==> config.mk <==
export PLATFORM = sky130hd
export DESIGN_NAME = periodic_tick_gen
export DESIGN_NICKNAME = d
export VERILOG_FILES = /design/src/rtl/ptg_pkg.sv /design/src/rtl/ptg_rst_sync.sv /design/src/rtl/ptg_timebase.sv /design/src/rtl/ptg_rate_decode.sv /design/src/rtl/ptg_event_regs.sv /design/src/rtl/periodic_tick_gen.sv
export SDC_FILE = /design/constraint.sdc
export NUM_CORES = 1
export LEC_CHECK = 0
export ABC_AREA = 1
export ABC_CLOCK_PERIOD_IN_PS = 800
export BUFFER_PORTS_ARGS = -buffer_cell sky130_fd_sc_hd__buf_2
export CAP_MARGIN = 20
export CORE_MARGIN = 2
export CORE_UTILIZATION = 54
export DETAILED_ROUTE_END_ITERATION = 7
export GPL_ROUTABILITY_DRIVEN = 0
export PLACE_DENSITY = 0.75
export SLEW_MARGIN = 0
export SYNTH_ARGS = -nofsm -noshare
export SYNTH_HDL_FRONTEND = slang
export SYNTH_HIERARCHICAL = 1
export SYNTH_SLANG_ARGS = --single-unit
==> constraint.sdc <==
create_clock -name clk -period 0.8 [get_ports clk]
set_input_delay 0.2 -clock clk [delete_from_list [all_inputs] [get_ports clk]]
set_output_delay 0.2 -clock clk [all_outputs]
set_load 0.05 [all_outputs]
==> src/rtl/ptg_pkg.sv <==
package ptg_pkg;
  // Codes at or below this limit are moved up by the step below.
  localparam int PTG_ALIAS_LIMIT = 2;
  localparam int PTG_ALIAS_STEP  = 7;

  typedef struct packed {
    logic flag;
    logic irq;
    logic pulse;
  } ptg_out_t;

  // log2 of the period for a nonzero code; code 0 gives 0 and is gated elsewhere.
  function automatic int ptg_shift(input int code);
    int eff;
    if (code == 0) return 0;
    eff = (code <= PTG_ALIAS_LIMIT) ? code + PTG_ALIAS_STEP : code;
    return eff - 1;
  endfunction
endpackage

==> src/rtl/ptg_rst_sync.sv <==
module ptg_rst_sync #(
  parameter int STAGES = 2
) (
  input  logic clk,
  input  logic rst_n,
  output logic rst_n_sync
);
  logic [STAGES-1:0] sync_q;
  logic [STAGES-1:0] sync_d;

  always_comb sync_d = {sync_q[STAGES-2:0], 1'b1};

  always_ff @(posedge clk or negedge rst_n) begin
    if (!rst_n) sync_q <= '0;
    else        sync_q <= sync_d;
  end

  assign rst_n_sync = sync_q[STAGES-1];
endmodule

==> src/rtl/ptg_timebase.sv <==
module ptg_timebase #(
  parameter int CNT_W = 15
) (
  input  logic             clk,
  input  logic             rst_n,
  input  logic             base_stb,
  input  logic             div_hold,
  output logic [CNT_W-1:0] cnt_nx,
  output logic             advance
);
  logic [CNT_W-1:0] cnt_q;
  logic             cnt_en;

  always_comb begin
    advance = base_stb & ~div_hold;
    cnt_en  = advance | div_hold;
    if (div_hold) cnt_nx = '0;
    else          cnt_nx = cnt_q + CNT_W'(1);
  end

  always_ff @(posedge clk or negedge rst_n) begin
    if (!rst_n)      cnt_q <= '0;
    else if (cnt_en) cnt_q <= cnt_nx;
  end
endmodule

==> src/rtl/ptg_rate_decode.sv <==
module ptg_rate_decode
  import ptg_pkg::*;
#(
  parameter int RATE_W = 4,
  parameter int CNT_W  = 15
) (
  input  logic [RATE_W-1:0] rate_code,
  input  logic              pie_en,
  input  logic              sqw_en,
  output logic              active,
  output logic [CNT_W-1:0]  align_mask
);
  int shift_amt;

  always_comb begin
    shift_amt = ptg_shift(int'(rate_code));
    active    = (rate_code != '0) && (pie_en || sqw_en);
  end

  // Low shift_amt bits of the counter must be zero on a boundary.
  for (genvar gi = 0; gi < CNT_W; gi++) begin : g_mask
    assign align_mask[gi] = (gi < shift_amt);
  end
endmodule

==> src/rtl/ptg_event_regs.sv <==
module ptg_event_regs
  import ptg_pkg::*;
(
  input  logic     clk,
  input  logic     rst_n,
  input  logic     boundary,
  input  logic     pie_en,
  input  logic     sqw_en,
  input  logic     flag_clr,
  output ptg_out_t ev_q
);
  ptg_out_t ev_d;

  always_comb begin
    ev_d = ev_q;
    if (flag_clr) begin
      ev_d.flag = 1'b0;
      ev_d.irq  = 1'b0;
    end
    if (boundary) begin
      ev_d.flag = 1'b1;
      if (pie_en) ev_d.irq = 1'b1;
    end
    ev_d.pulse = boundary & sqw_en;
  end

  always_ff @(posedge clk or negedge rst_n) begin
    if (!rst_n) ev_q <= '0;
    else        ev_q <= ev_d;
  end
endmodule

==> src/rtl/periodic_tick_gen.sv <==
module periodic_tick_gen
  import ptg_pkg::*;
#(
  parameter int RATE_W = 4,
  parameter int CNT_W  = 15
) (
  input  logic              clk,
  input  logic              rst_n,
  input  logic              base_stb,
  input  logic [RATE_W-1:0] rate_code,
  input  logic              pie_en,
  input  logic              sqw_en,
  input  logic              div_hold,
  input  logic              flag_clr,
  output logic              tick_flag,
  output logic              irq_req,
  output logic              sqw_pulse
);
  logic             rst_n_int;
  logic [CNT_W-1:0] cnt_nx;
  logic             advance;
  logic             active;
  logic [CNT_W-1:0] align_mask;
  logic             boundary;
  ptg_out_t         ev_q;

  ptg_rst_sync #(.STAGES(2)) u_rst (
    .clk(clk), .rst_n(rst_n), .rst_n_sync(rst_n_int)
  );

  ptg_timebase #(.CNT_W(CNT_W)) u_tb (
    .clk(clk), .rst_n(rst_n_int), .base_stb(base_stb), .div_hold(div_hold),
    .cnt_nx(cnt_nx), .advance(advance)
  );

  ptg_rate_decode #(.RATE_W(RATE_W), .CNT_W(CNT_W)) u_dec (
    .rate_code(rate_code), .pie_en(pie_en), .sqw_en(sqw_en),
    .active(active), .align_mask(align_mask)
  );

  assign boundary = advance & active & ~|(cnt_nx & align_mask);

  ptg_event_regs u_ev (
    .clk(clk), .rst_n(rst_n_int), .boundary(boundary), .pie_en(pie_en),
    .sqw_en(sqw_en), .flag_clr(flag_clr), .ev_q(ev_q)
  );

  assign tick_flag = ev_q.flag;
  assign irq_req   = ev_q.irq;
  assign sqw_pulse = ev_q.pulse;
endmodule

# Word level (Yosys, flattened, before mapping)
# Index checks and enable logic that the tools add are counted.
[word_totals]
register_bits = 20
[classes]
n_addsub = 3
magnitude_cmp = 16
n_mux = 7
bitwise_logic = 7
n_reduce_logical = 7
[ops]
columns = ["op", "n"]
rows = [
  ["$lt A5 B32 Y1 const A", 7],
  ["$lt A4 B32 Y1 const A", 4],
  ["$lt A3 B32 Y1 const A", 2],
  ["$mux W32", 2],
  ["$lt A1 B32 Y1 const A", 1],
  ["$lt A2 B32 Y1 const A", 1],
  ["$sub A32 B2 Y32 const B", 1],
  ["$add A15 B1 Y15 const B", 1],
  ["$and A15 B15 Y15", 1],
  ["$mux W15", 1],
  ["$reduce_or A15 Y1", 1],
  ["$add A4 B3 Y5 const B", 1],
  ["$and A1 B1 Y1", 4],
  ["$le A4 B2 Y1 const B", 1],
  ["$logic_not A4 Y1", 1],
  ["$mux W2", 2],
  ["$reduce_bool A4 Y1", 1],
  ["$mux W1", 2],
  ["$reduce_bool A2 Y1", 1],
  ["$logic_and A1 B1 Y1", 1],
  ["$logic_not A1 Y1", 1],
  ["$logic_or A1 B1 Y1", 1],
  ["$not A1 Y1", 1],
  ["$or A1 B1 Y1", 1],
]

# Depth between registers and ports, before layout
[logic_depth]
word_depth = 10
depth_mapped = 23
ltp_nobuf = 23

# By module
# The synthesis kept the hierarchy.
[by_module_without_submodules]
columns = ["module", "instances", "cells_each", "area_each_um2", "seq_area_each_um2"]
rows = [
  ["ptg_timebase", 1, 155, 1008.5, 375.4],
  ["ptg_rate_decode", 1, 72, 395.4, 0.0],
  ["periodic_tick_gen", 1, 32, 122.6, 0.0],
  ["ptg_event_regs", 1, 12, 108.9, 75.1],
  ["ptg_rst_sync", 1, 3, 53.8, 50.0],
]

# Worst setup path after synthesis
# Ideal clock, no wire load.
[synth_path]
path_type = "input-to-reg"
startpoint = "in rate_code[0]"
endpoint = "reg u_ev/ev_q[1] (netlist name)"
setup_time_ps = 119
t_arrival_ps = 1948
t_required_ps = 681
slack_ps = -1268
stages = 23
path_buffers = 0
path_cell_list = "inv_1 > ha_1 > inv_1 > nand2_1 > nand2_2 > nand2_1 > nand2_2 > ha_1 > inv_1 > nand2_1 > nand2_1 > nor2_4 > inv_1 > a21oi_1 > nand2_1 > nand2_1 > nand2_1 > nand2_2 > nor2_1 > nand2_1 > nor2_1 > nand2_1 > nand2_1"
[synth_lines]
columns = ["item", "line", "text"]
rows = [
  ["start, declared", "periodic_tick_gen.sv:10", "input logic [RATE_W-1:0] rate_code,"],
]

==> run_results.csv <==
group,metric,value,unit
critical_path,worstSetupPathType,"flip-flop to flip-flop",
die,rows,20,
cells_and_area,nNetsFinal,373,
synthesis,async_reset_ff_share,100,%
critical_path,path_cells,"buf_4, nand3_2, nor2_4, or2_4, nand3_2, inv_1, nand2_1, nand2_1, nor2_1, nand2_1, nor2_2, nand2_1, nand2_1",
timing,final.setup.tns,-12.47,ns
synthesis,synth_area,1690,sq um
critical_path,cp_max_fo,6,
route,drt_pass1_iterations,5,
timing,fin_skew,0.00768,ns
place,place_worst_setup_slack,-1.38,ns
critical_path,arrival,2.23,ns
hold_path,hold_path.class,"primary input to flip-flop",
power_and_ir_drop,max-vdd-ir-drop,0.821,mV
power_and_ir_drop,pwr-share-seq,38.4,%
power_and_ir_drop,p_sw_share,31.1,%
global_route,grt_pass1_wl,8.60,mm
synthesis,yosysSeqAreaShare,29.6,%
synthesis,avgSynthCellArea,6.16,sq um
clock_tree,htreeDepth,1,
clock_tree,clk_pin_slew,0.12,ns
clock_tree,numCtsBuffers,3,
route,via_count,2314,
power_and_ir_drop,p_per_area,1020,nW/um^2
synthesis,synth.distinct_cells,27,
synthesis,ys_warn_count,6,
cells_and_area,layout-drive-gt1-share,45.7,%
critical_path,crit_top_cell,"nand2_1",
die,core,3000,sq um
place,dpl.hpwl,3.59,mm
cells_and_area,area_growth,58.9,%
die,start_util,56.2,%
clock_tree,cts_root_buf,"clkbuf_4",
critical_path,slowest_stage,"dfrtp_2",
timing,rsz0062_at_grt,"true",
power_and_ir_drop,clkPwrFrac,30.6,%
route,drt_first_iter_violations,229,
synthesis,syn_inst,274,
critical_path,cp-start-kind,"flip-flop",
place,port_buffers,13,
timing,max_freq,508,MHz
clock_tree,cts_sinks,20,
die,die_w,59.9,um
clock_tree,insertion_delay,0.31,ns
route,drt_wl_total,6.34,mm
cells_and_area,antenna_cells,0,
timing,fin_crit_sh,246,%
route,final_antenna_net_count,0,
timing,post-route-min-period,1.97,ns
timing,setup_violations,21,
global_route,grt.overflow.total,0,
timing,slew_violations,0,
place,dp_cells,376,
synthesis,synth_seq_cells,20,
cells_and_area,final_area,2680,sq um
critical_path,crit_required,1.06,ns
timing,hold_slack,0.0878,ns
global_route,grt_usage,31.6,%
timing,fin_ws,-1.17,ns
flow_run,timing.max_cap.violations,0,
power_and_ir_drop,p_switching,0.000853,W
synthesis,synth_top_area_cell,"dfrtp_1",
die,die_area,3590,sq um
outcome,outcome,"finished, violations left",
global_route,grt_pass1_vias,2040,
power_and_ir_drop,p_comb_share,31.0,%
critical_path,crit_path_end_kind,"flip-flop",
die,boundaryPins,14,
global_route,grt_max_degree,19,
timing,final_hold_viol_count,0,
synthesis,synth_enable_flop_cells,0,
synthesis,yosys-top-cells-area,"dfrtp_1, nand2_1, inv_1, nor2_1, nand3_1",
synthesis,syn_nets,289,
global_route,antenna_found_initial,0,
die,die_h,59.9,um
clock_tree,clockBufferDepth,2,
route,viasPerCell,5.93,
synthesis,synthDominantCellAreaShare,29.6,%
power_and_ir_drop,leakage,1.39,nW
synthesis,synth-main-ff-cell,"dfrtp_1",
route,wl_per_cell,16.3,um
outcome,violations,"setup timing",
place,place_area,2340,sq um
clock_tree,tritoncts,"built",
route,drc,0,
power_and_ir_drop,p_int,0.00189,W
cells_and_area,instances_no_fill,390,
critical_path,cpPeakStageDelay,0.50,ns
-- through the flow --
stage                     utilization [%]  power, W
final                                89.4   0.00275
after detailed placement             78.1   0.00177
after floorplan                         -   0.00152
after global placement               78.1   0.00176
after CTS                            85.7   0.00267
after global routing                 89.4   0.00285
-- cells in the mapped netlist, types with 3 or more instances --
master and number:
a21oi_1 3, nor2_4 5, buf_2 3, nand2_2 9, nand2_1 104, nand4_1 13
nand3_1 21, inv_1 34, nor2_1 31, ha_1 4, o21ai_1 5, o21ai_0 5
dfrtp_1 20
-- timing repair --
item                                    in CTS  in global routing
endpoints found under the hold margin        2                  0
pin swaps                                   24                 19
resized for setup                           38                 19
setup buffers                                7                  6
endpoints found under the setup margin      21                 21
hold buffers                                 1                  0
-- path summary, 6_finish.rpt --
kind                                           start                         to  slack (ns)  cells after the start
min                                           sqw_en     u_ev/ev_q[0]$_DFF_PN0_        0.09                      3
min in group asynchronous                      rst_n  u_rst/sync_q[0]$_DFF_PN0_        0.18                      2
max in group asynchronous  u_rst/sync_q[1]$_DFF_PN0_   u_ev/ev_q[2]$_DFFE_PN0P_        0.38                      1
min reg2reg                u_rst/sync_q[1]$_DFF_PN0_  u_tb/cnt_q[4]$_DFFE_PN0P_        0.20                      1
max reg2reg                u_tb/cnt_q[2]$_DFFE_PN0P_     u_ev/ev_q[1]$_DFF_PN0_       -1.17                     13
max                        u_tb/cnt_q[2]$_DFFE_PN0P_     u_ev/ev_q[1]$_DFF_PN0_       -1.17                     13
-- placed cells by master, fill, tap and decap left out, types with 2 or more instances in the layout --
cell type  instances
ha_4               3
buf_4             64
o211ai_1           2
inv_1             27
nand2_4            2
nor2_2             6
nand3_2            5
nand4_1           13
buf_6             11
inv_2              6
nor2_4            10
dfrtp_2            3
o21ai_2            7
inv_4              2
clkbuf_4           3
buf_2              8
a21oi_2            3
o21ai_4            2
nand3_1           16
o21ai_1            2
nand2_2           20
dfrtp_1           17
nand2_1           90
nor2_1            21
-- kinds of logic after synthesis --
family | synth area share (%)
and+or+nand+nor | 50.1
buffers and inverters | 9.78
AOI/OAI and AO/OA | 7.26
DFF | 29.6
adders and majority gates | 2.96
other | 0.222
-- critical path: cells and delay by family, from the launching register on --
family	cells	cell delay, ns
buffers and inverters	2	0.23
flip-flops	1	0.50
AND/OR/NAND/NOR	11	1.18
-- final cells by class --
| cell class | count | area (sq um) |
|---|---|---|
| clock buffers | 3 | 22.5 |
| clock inverters | 1 | 30.0 |
| fillers | 156 | 319 |
| inverters | 36 | 153 |
| multi-input cells | 213 | 1280 |
| flip-flops and latches | 20 | 504 |
| well taps | 33 | 41.3 |
| repair buffers | 84 | 654 |
-- flip-flops by register name, summed over array words and instances, names as in the netlist --
name / flops
u_tb/cnt_q: 15
u_ev/ev_q: 3
u_rst/sync_q: 2
-- power groups by stage --
stage,Clock (W),Combinational (W),Sequential (W)
after floorplan,0,0.000392,0.00112
after global placement,0,0.000686,0.00107
after detailed placement,0,0.000700,0.00107
after CTS,0.000871,0.000749,0.00105
after global routing,0.000884,0.000909,0.00106
final,0.000841,0.000851,0.00106
-- layer usage --
| layer | global-route usage (%) | part of all wire (%) |
|---|---|---|
| met1 | 38.5 | 37 |
| met2 | 55.1 | 48 |
| met3 | 4.55 | 8.3 |
| met4 | 13.7 | 6.4 |
| met5 | 0 | 0 |
Power figures use the tool's default switching activity.
